[config.mk]
export PLATFORM = sky130hd
export DESIGN_NAME = trap_vector_unit
export DESIGN_NICKNAME = d
export VERILOG_FILES = /design/src/rtl/trap_pkg.sv /design/src/rtl/trap_ctrl.sv /design/src/rtl/trap_dpath.sv /design/src/rtl/trap_vector_unit.sv
export SDC_FILE = /design/constraint.sdc
export NUM_CORES = 1
export LEC_CHECK = 0
export CAP_MARGIN = 40
export CORE_ASPECT_RATIO = 2
export CORE_MARGIN = 1.5
export CORE_UTILIZATION = 30
export DETAILED_ROUTE_END_ITERATION = 6
export GPL_ROUTABILITY_DRIVEN = 0
export PLACE_DENSITY = 0.67
export SETUP_SLACK_MARGIN = 0.2
export SYNTH_ARGS = -nofsm -noshare
export SYNTH_HDL_FRONTEND = slang
export SYNTH_SLANG_ARGS = --single-unit
[constraint.sdc]
create_clock -name clk -period 6.24 [get_ports clk]
set_input_delay 1.248 -clock clk [delete_from_list [all_inputs] [get_ports clk]]
set_output_delay 1.248 -clock clk [all_outputs]
set_load 0.05 [all_outputs]
[src/rtl/trap_pkg.sv]
package trap_pkg;

  typedef struct packed {
    logic doRst;
    logic doExc;
    logic doBrk;
    logic doIrq;
    logic doTrap;
    logic doMsrLd;
  } trapStrobes_t;

  localparam int unsigned VEC_RESET = 32'h0000_0000;
  localparam int unsigned VEC_TRAP  = 32'h0000_0008;
  localparam int unsigned VEC_IRQ   = 32'h0000_0010;
  localparam int unsigned VEC_BRK   = 32'h0000_0018;
  localparam int unsigned VEC_EXC   = 32'h0000_0020;

  localparam int unsigned LINK_IRQ = 14;
  localparam int unsigned LINK_BRK = 16;
  localparam int unsigned LINK_EXC = 17;

endpackage

[src/rtl/trap_ctrl.sv]
module trap_ctrl
  import trap_pkg::*;
(
  input  logic         rst,
  input  logic         excReq,
  input  logic         brkReq,
  input  logic         irqReq,
  input  logic         trapReq,
  input  logic         msrLd,
  input  logic         msrIe,
  input  logic         msrBip,
  input  logic         msrEip,
  output trapStrobes_t strobe
);

  logic irqOk;

  always_comb irqOk = irqReq && msrIe && !msrBip && !msrEip;

  always_comb begin
    strobe = '0;
    if (rst)              strobe.doRst   = 1'b1;
    else if (excReq)      strobe.doExc   = 1'b1;
    else if (brkReq)      strobe.doBrk   = 1'b1;
    else if (irqOk)       strobe.doIrq   = 1'b1;
    else if (trapReq)     strobe.doTrap  = 1'b1;
    else if (msrLd)       strobe.doMsrLd = 1'b1;
  end

endmodule

[src/rtl/trap_dpath.sv]
module trap_dpath
  import trap_pkg::*;
#(
  parameter int unsigned XLEN      = 32,
  parameter int unsigned REG_IDX   = 5,
  parameter int unsigned CAUSE_W   = 5,
  parameter int unsigned DETAIL_W  = 7,
  parameter int unsigned FSR_W     = 5,
  parameter logic [XLEN-1:0] RESET_MSR = 'h102,
  parameter int unsigned IE_BIT    = 1,
  parameter int unsigned BIP_BIT   = 3,
  parameter int unsigned EE_BIT    = 8,
  parameter int unsigned EIP_BIT   = 9
)(
  input  logic                clk,
  input  trapStrobes_t        strobe,
  input  logic                inDelaySlot,
  input  logic [XLEN-1:0]     curPc,
  input  logic [XLEN-1:0]     branchTarget,
  input  logic [CAUSE_W-1:0]  excCause,
  input  logic [DETAIL_W-1:0] excDetail,
  input  logic [XLEN-1:0]     excAddr,
  input  logic [FSR_W-1:0]    excFsr,
  input  logic [REG_IDX-1:0]  trapReg,
  input  logic [XLEN-1:0]     msrLdVal,
  output logic                flush,
  output logic [XLEN-1:0]     newPc,
  output logic                gprWe,
  output logic [REG_IDX-1:0]  gprAddr,
  output logic [XLEN-1:0]     gprData,
  output logic [XLEN-1:0]     msr,
  output logic [XLEN-1:0]     esr,
  output logic [XLEN-1:0]     ear,
  output logic [XLEN-1:0]     btr,
  output logic [FSR_W-1:0]    fsr
);

  localparam int unsigned DS_POS    = CAUSE_W + DETAIL_W;
  localparam int unsigned ESR_USED  = DS_POS + 1;
  localparam int unsigned ESR_SPARE = XLEN - ESR_USED;

  logic [XLEN-1:0] esrNext;
  logic [XLEN-1:0] pcPlus4;

  generate
    if (ESR_SPARE > 0) begin : g_esrPad
      always_comb esrNext = {{ESR_SPARE{1'b0}}, inDelaySlot, excDetail, excCause};
    end else begin : g_esrFull
      always_comb esrNext = {inDelaySlot, excDetail, excCause};
    end
  endgenerate

  always_comb pcPlus4 = curPc + XLEN'(4);

  always_ff @(posedge clk) begin
    flush <= 1'b0;
    gprWe <= 1'b0;
    if (strobe.doRst) begin
      flush <= 1'b1;
      newPc <= XLEN'(VEC_RESET);
      msr   <= RESET_MSR;
      esr   <= '0;
      ear   <= '0;
      fsr   <= '0;
      btr   <= '0;
    end else if (strobe.doExc) begin
      flush        <= 1'b1;
      newPc        <= XLEN'(VEC_EXC);
      msr[EE_BIT]  <= 1'b0;
      msr[EIP_BIT] <= 1'b1;
      esr          <= esrNext;
      ear          <= excAddr;
      fsr          <= excFsr;
      if (inDelaySlot) begin
        btr <= branchTarget;
      end else begin
        gprWe   <= 1'b1;
        gprAddr <= REG_IDX'(LINK_EXC);
        gprData <= pcPlus4;
      end
    end else if (strobe.doBrk) begin
      flush        <= 1'b1;
      newPc        <= XLEN'(VEC_BRK);
      msr[BIP_BIT] <= 1'b1;
      gprWe        <= 1'b1;
      gprAddr      <= REG_IDX'(LINK_BRK);
      gprData      <= curPc;
    end else if (strobe.doIrq) begin
      flush       <= 1'b1;
      newPc       <= XLEN'(VEC_IRQ);
      msr[IE_BIT] <= 1'b0;
      gprWe       <= 1'b1;
      gprAddr     <= REG_IDX'(LINK_IRQ);
      gprData     <= curPc;
    end else if (strobe.doTrap) begin
      flush   <= 1'b1;
      newPc   <= XLEN'(VEC_TRAP);
      gprWe   <= 1'b1;
      gprAddr <= trapReg;
      gprData <= curPc;
    end else if (strobe.doMsrLd) begin
      msr <= msrLdVal;
    end
  end

endmodule

[src/rtl/trap_vector_unit.sv]
module trap_vector_unit
  import trap_pkg::*;
#(
  parameter int unsigned XLEN      = 32,
  parameter int unsigned REG_IDX   = 5,
  parameter int unsigned CAUSE_W   = 5,
  parameter int unsigned DETAIL_W  = 7,
  parameter int unsigned FSR_W     = 5,
  parameter logic [XLEN-1:0] RESET_MSR = 'h102,
  parameter int unsigned IE_BIT    = 1,
  parameter int unsigned BIP_BIT   = 3,
  parameter int unsigned EE_BIT    = 8,
  parameter int unsigned EIP_BIT   = 9
)(
  input  logic                clk,
  input  logic                rst,
  input  logic                excReq,
  input  logic                brkReq,
  input  logic                irqReq,
  input  logic                trapReq,
  input  logic                inDelaySlot,
  input  logic [XLEN-1:0]     curPc,
  input  logic [XLEN-1:0]     branchTarget,
  input  logic [CAUSE_W-1:0]  excCause,
  input  logic [DETAIL_W-1:0] excDetail,
  input  logic [XLEN-1:0]     excAddr,
  input  logic [FSR_W-1:0]    excFsr,
  input  logic [REG_IDX-1:0]  trapReg,
  input  logic                msrLd,
  input  logic [XLEN-1:0]     msrLdVal,
  output logic                flush,
  output logic [XLEN-1:0]     newPc,
  output logic                gprWe,
  output logic [REG_IDX-1:0]  gprAddr,
  output logic [XLEN-1:0]     gprData,
  output logic [XLEN-1:0]     msr,
  output logic [XLEN-1:0]     esr,
  output logic [XLEN-1:0]     ear,
  output logic [XLEN-1:0]     btr,
  output logic [FSR_W-1:0]    fsr
);

  trapStrobes_t strobe;

  trap_ctrl u_ctrl (
    .rst     (rst),
    .excReq  (excReq),
    .brkReq  (brkReq),
    .irqReq  (irqReq),
    .trapReq (trapReq),
    .msrLd   (msrLd),
    .msrIe   (msr[IE_BIT]),
    .msrBip  (msr[BIP_BIT]),
    .msrEip  (msr[EIP_BIT]),
    .strobe  (strobe)
  );

  trap_dpath #(
    .XLEN(XLEN), .REG_IDX(REG_IDX), .CAUSE_W(CAUSE_W), .DETAIL_W(DETAIL_W),
    .FSR_W(FSR_W), .RESET_MSR(RESET_MSR), .IE_BIT(IE_BIT), .BIP_BIT(BIP_BIT),
    .EE_BIT(EE_BIT), .EIP_BIT(EIP_BIT)
  ) u_dpath (
    .clk          (clk),
    .strobe       (strobe),
    .inDelaySlot  (inDelaySlot),
    .curPc        (curPc),
    .branchTarget (branchTarget),
    .excCause     (excCause),
    .excDetail    (excDetail),
    .excAddr      (excAddr),
    .excFsr       (excFsr),
    .trapReg      (trapReg),
    .msrLdVal     (msrLdVal),
    .flush        (flush),
    .newPc        (newPc),
    .gprWe        (gprWe),
    .gprAddr      (gprAddr),
    .gprData      (gprData),
    .msr          (msr),
    .esr          (esr),
    .ear          (ear),
    .btr          (btr),
    .fsr          (fsr)
  );

endmodule

Word-level counts from Yosys, hierarchy flattened
Cells that the tools add are included.
{"block": "word_totals", "out_inout_bits": 204, "regBits": 156, "wordCells": 81}
{"block": "classes", "n_bitwise": 5, "muxes": 37, "n_addsub": 1, "n_reduce_logical": 17, "eq_ne": 7}
{"operator": "$mux W32", "n": 5}
{"operator": "$add A32 B3 Y32 const B", "n": 1}
{"operator": "$mux W5", "n": 6}
{"operator": "$mux W6", "n": 5}
{"operator": "$mux W10", "n": 2}
{"operator": "$mux W1", "n": 14}
{"operator": "$ne A2 B1 Y1 const B", "n": 6}
{"operator": "$reduce_and A4 Y1", "n": 3}
{"operator": "$mux W8", "n": 1}
{"operator": "$reduce_bool A2 Y1", "n": 3}
{"operator": "$not A1 Y1", "n": 5}
{"operator": "$reduce_and A5 Y1", "n": 1}
{"operator": "$mux W2", "n": 2}
{"operator": "$mux W4", "n": 1}
{"operator": "$reduce_bool A4 Y1", "n": 1}
{"operator": "$logic_and A1 B1 Y1", "n": 3}
{"operator": "$mux W3", "n": 1}
{"operator": "$reduce_and A3 Y1", "n": 1}
{"operator": "$reduce_bool A3 Y1", "n": 1}
{"operator": "$logic_not A1 Y1", "n": 2}
{"operator": "$ne A2 B2 Y1 const B", "n": 1}
{"operator": "$reduce_and A2 Y1", "n": 1}
{"operator": "$reduce_or A2 Y1", "n": 1}

Depth between registers and ports, before layout
{"block": "logic_depth", "depth_word": 12, "depth_mapped": 7, "depth_no_buf": 5}

Cells and area by module
From an unflattened synthesis, not the netlist that was laid out.
{"block": "unflattened", "hier_cells": 585, "hier_area_um2": 6227.2}
{"module": "trap_dpath", "area_each_um2": 6153.4, "cells_each": 577, "seq_area_each_um2": 3493.4, "n_inst": 1}
{"module": "trap_ctrl", "area_each_um2": 73.8, "cells_each": 8, "seq_area_each_um2": 0.0, "n_inst": 1}

Least setup slack after synthesis
OpenSTA, ideal clock, no wires.
{"block": "synth_path", "kind": "input to register", "start": "in excReq", "end": "reg u_dpath.gprAddr[0], enable pin", "arrival_time_ps": 4421, "path_slack_ps": 1334, "stages": 4, "setup_time_ps": 485, "cell_sequence": "buf_2 -> buf_2 -> nor2_1 -> nor3b_1"}
{"block": "synth_between", "elab_chain_len": 4, "word_cells_on_any_way": 6, "classes_between": "1 x eq/ne; 3 x mux; 2 x reduce/logical"}
{"item": "from (decl)", "line_no": "trap_vector_unit.sv:17", "text": "input logic excReq,"}
{"item": "$mux W4 / $mux W1 (equally long branches)", "line_no": "trap_ctrl.sv:23", "text": "else if (excReq) strobe.doExc = 1'b1;"}
{"item": "$mux W5 *", "line_no": "trap_ctrl.sv:22", "text": "if (rst) strobe.doRst = 1'b1;"}
{"item": "$reduce_bool A4 Y1 (no line) / $ne A2 B2 Y1 (equally long branches)"}
{"item": "$reduce_and A3 Y1 (no line) *"}
{"item": "to (signal assigned)", "line_no": "trap_dpath.sv:78", "text": "gprAddr <= REG_IDX'(LINK_EXC);"}
{"item": "to (signal assigned)", "line_no": "trap_dpath.sv:86", "text": "gprAddr <= REG_IDX'(LINK_BRK);"}
{"item": "to (signal assigned)", "line_no": "trap_dpath.sv:93", "text": "gprAddr <= REG_IDX'(LINK_IRQ);"}
{"item": "to (decl)", "line_no": "trap_dpath.sv:29", "text": "output logic [REG_IDX-1:0] gprAddr,"}
Every way passes the cells marked *; elsewhere a longest branch is shown, timed or not.
A chain may end at the register's enable or synchronous reset.

Final worst setup path
{"block": "layout_path", "start": "in excReq", "end": "reg u_dpath.gprData[26], data pin"}
{"block": "layout_between", "elab_chain_len": 5, "word_cells_on_any_way": 6, "classes_between": "6 x mux"}
{"item": "$mux W4", "line_no": "trap_ctrl.sv:23"}
{"item": "$mux W5 *", "line_no": "trap_ctrl.sv:22"}
{"item": "$mux W32", "line_no": "trap_dpath.sv:88", "text": "end else if (strobe.doIrq) begin"}
{"item": "$mux W32", "line_no": "trap_dpath.sv:81", "text": "end else if (strobe.doBrk) begin"}
{"item": "$mux W32 *", "line_no": "trap_dpath.sv:66", "text": "end else if (strobe.doExc) begin"}
{"item": "to (signal assigned)", "line_no": "trap_dpath.sv:79", "text": "gprData <= pcPlus4;"}
{"item": "to (signal assigned)", "line_no": "trap_dpath.sv:87", "text": "gprData <= curPc;"}
{"item": "to (signal assigned)", "line_no": "trap_dpath.sv:94", "text": "gprData <= curPc;"}
{"item": "to (decl)", "line_no": "trap_dpath.sv:30", "text": "output logic [XLEN-1:0] gprData,"}
Marked as above.

==> summary.md <==
| Metric | Value |
|---|---|
| Post-synth cell types | `38` |
| # hold bufs at CTS | `0` |
| XOR/XNOR Fraction of Synth Area | `3.98%` |
| Syn Inst Count | `643` |
| DP Area | `between 9000 and 10000 µm²` |
| Ys async rst share | `0%` |
| Clock buffer depth | `2` |
| Slew headroom | `47.7%` |
| Synth area leader | `dfxtp_1` |
| Mapped cell area | `approximately 6400 µm²` |
| RSZ-0062 raised after global routing | `no` |
| Register area share after synthesis | `54.7%` |
| Status | `finished, final reports clean` |
| Commonest cells in the netlist | `133 x nand2_1, 119 x dfxtp_1, 58 x nor2_1` |
| Setup TNS | `0 ns` |
| Crit path DAT | `3.48 ns` |
| Setup crit end kind | `flip-flop` |
| Critical path, cell by cell | `buf_4 > buf_4 > nand3b_1 > nor4_2 > nand4_1 > xnor2_1` |
| Die Area | `approximately 22000 µm²` |
| Yosys reg bits | `156` |
| Post-Synth Simple-Gate Area | `approximately a fifth` |
| Clk_skew | `0.0118 ns` |
| Power per cell area | `265 nW/µm²` |
| Post-synthesis adder-cell area fraction | `0.196%` |
| Clock slew at reported path FFs | `0.06 ns` |
| Drt pass-1 iters | `4` |
| Final Hold Viols | `0` |
| # Max-Cap Violations | `0` |
| DRC violations left | `0` |
| Routed wire length | `19.0 mm` |
| Top cell type's share of synthesized area | `37.3%` |
| Largest family of logic cells by synthesized area | `simple AND/OR/NAND/NOR gates` |
| Initial Util | `30.5%` |
| Mux cell area share after synthesis | `7.86%` |
| Slew @ Worst Pin | `0.778 ns` |
| Maximum vdd ir drop | `0.164 mV` |
| Slowest cell on crit path | `nor4_2` |
| Vias in the first global route | `5300` |
| Final Max Slew Viols | `0` |
| Crit Path Class | `in -> reg` |
| Synth Area in Compound Gates | `between 3 and 4%` |
| DR WL/cell | `between 15 and 20 µm` |
| Worst setup SP type | `input port` |
| P_leak | `~4 nW` |
| Number of sinks on the clock net | `between 150 and 200` |
| I/O pins | `between 300 and 400` |
| Critical Path RT | `6.43 ns` |
| Root Driver | `clkbuf_16` |
| Top area cells in the synthesized netlist | `dfxtp_1 37%, edfxtp_1 17%, nand2_1 7.8%, mux2i_1 7.7%, buf_4 6.1%` |
| Detail Route Antenna Nets | `0` |
| Total GRT Usage | `between 10% and 20%` |
| Most numerous cell in the Yosys netlist | `nand2_1` |
| Port-buffer cells | `313` |
| Reg2reg path depth | `5` |
| Pin count of the biggest net entering global routing | `52` |
| Remaining global-route overflow | `0` |
| Layout Nets | `~1100` |
| Post-CTS Resized | `0` |
| DIE HEIGHT | `209 µm` |
| Warnings, synthesis | `0` |
| Min-Delay Path Class | `reg -> reg` |
| Area growth syn-to-layout | `58.8%` |
| Worst Hold Depth | `2` |
| # H-tree levels | `4` |
| Core area | `20900 µm²` |
| Ys flop type | `dfxtp_1` |
| Share of cells above drive strength 1 | `5.22%` |
| Die width | `roughly 110 µm` |
| Initial DRC count | `146` |
| CTS tree | `yes` |
| HPWL Detailed | `approximately 14 mm` |
| Crit Path Max Fanout | `32` |
| Row cnt | `75` |
| First-pass GRT wire length | `28.8 mm` |
| Vias per cell | `4.43` |
| CP most frequent cell | `buf_4` |
| Min cycle time layout | `3.30 ns` |
| Post-synth EDFFs | `37` |
| Endpoints failing setup | `0` |
| Mean Syn Cell Area | `9.93 µm²` |
| Clock latency on the worst-skew pair | `0.44 ns` |
| Initial antenna violation count | `1` |
| Via count | `approximately 5400` |
| Fin area | `10100 µm²` |
| Post-CTS Setup Bufs | `0` |
| Fmax | `303 MHz` |
| Tcrit/Tclk final | `52.9%` |
| Num CTS Buffers | `17` |
| Max stage delay on crit path | `0.65 ns` |
-- stage by stage --
stage / power, mW / cells / hold WS, ns / setup slack [ns] / util (%)
2_1_floorplan: 1.48 / 690 / 0.454 / 1.33 / -
3_3_place_gp: 1.68 / 1194 / 0.435 / 2.54 / 45.7
3_5_place_dp: 1.68 / 1194 / 0.440 / 2.48 / 45.7
4_1_cts: 2.72 / 1226 / 0.455 / 2.95 / 48.5
5_1_grt: 2.79 / 1227 / 0.471 / 2.77 / 48.5
6_report: 2.69 / 1227 / 0.452 / 2.94 / 48.5
-- cell usage in the layout, fill, tap and decap left out, types with 2 or more instances in the layout --
cell type,Yosys,routed
buf_4,52,10
xor2_1,7,7
clkbuf_8,0,2
a21oi_1,33,33
o21ai_0,2,2
conb_1,1,48
clkbuf_16,0,18
and4_1,5,5
nor2b_1,3,3
inv_6,0,4
mux2i_1,49,49
nor3_1,3,3
clkdlybuf4s50_1,0,311
o21a_1,3,3
nand3_1,11,11
clkinv_2,0,3
nand3b_1,33,33
a211o_1,2,2
nand4_1,10,10
xnor2_1,22,22
nor3b_1,4,3
and3_1,6,6
nand2_1,133,133
edfxtp_1,37,37
nand2b_1,2,2
nor4_2,2,2
dfxtp_1,119,119
nor2_1,58,57
-- logic make-up after synthesis --
logic type	after synthesis
AOI/OAI and AO/OA	42
xor gates and xnor gates	29
adders and majority gates	1
buffers and inverters	87
DFF	156
muxes	50
other	1
and+or+nand+nor	277
-- final cells by class --
class,count,area (µm²)
clock inverter,11,103
clock buffer,21,482
tap,269,337
sequential,156,3490
inverter,1,3.75
timing repair buffer,321,3190
multi-input combinational,447,2530
antenna,1,2.50
fill,1976,10800
-- registers in the layout, summed over array words and instances, names as in the netlist --
| register | cells |
|---|---|
| u_dpath.gprData | 32 |
| u_dpath.gprWe | 1 |
| u_dpath.fsr | 5 |
| u_dpath.gprAddr | 5 |
| u_dpath.btr | 32 |
| u_dpath.flush | 1 |
| u_dpath.ear | 32 |
| u_dpath.newPc | 3 |
| u_dpath.esr | 13 |
| u_dpath.msr | 32 |
-- path summary, 6_finish.rpt --
check	startpoint	endpoint	slack, ns
min	u_dpath.msr[11]$_SDFFE_PP0P_	u_dpath.msr[11]$_SDFFE_PP0P_	0.45
max reg2reg	u_dpath.msr[9]$_SDFFE_PP0P_	u_dpath.gprData[22]$_DFFE_PP_	4.37
max	excReq	u_dpath.gprData[26]$_DFFE_PP_	2.94
min reg2reg	u_dpath.msr[11]$_SDFFE_PP0P_	u_dpath.msr[11]$_SDFFE_PP0P_	0.45
-- power by group --
part | switching (mW) | internal (mW)
Sequential | 0.0219 | 1.09
Clock | 0.431 | 0.597
Combinational | 0.346 | 0.207
Total | 0.799 | 1.89
-- worst max-delay path: cells and delay by family --
kind,cells,cell delay (ns)
AND/OR/NAND/NOR,3,1.06
buffers and inverters,2,0.97
XOR/XNOR,1,0.16
-- layer usage --
layer,global-route usage (%),vias up,part of all wire (%)
li1,-,2661,-
met3,4.91,34,6.6
met4,8.81,0,3.3
met1,16.4,2516,35
met2,32.1,224,55
met5,0,-,0
No activity file was read; power rests on OpenSTA's default activity.
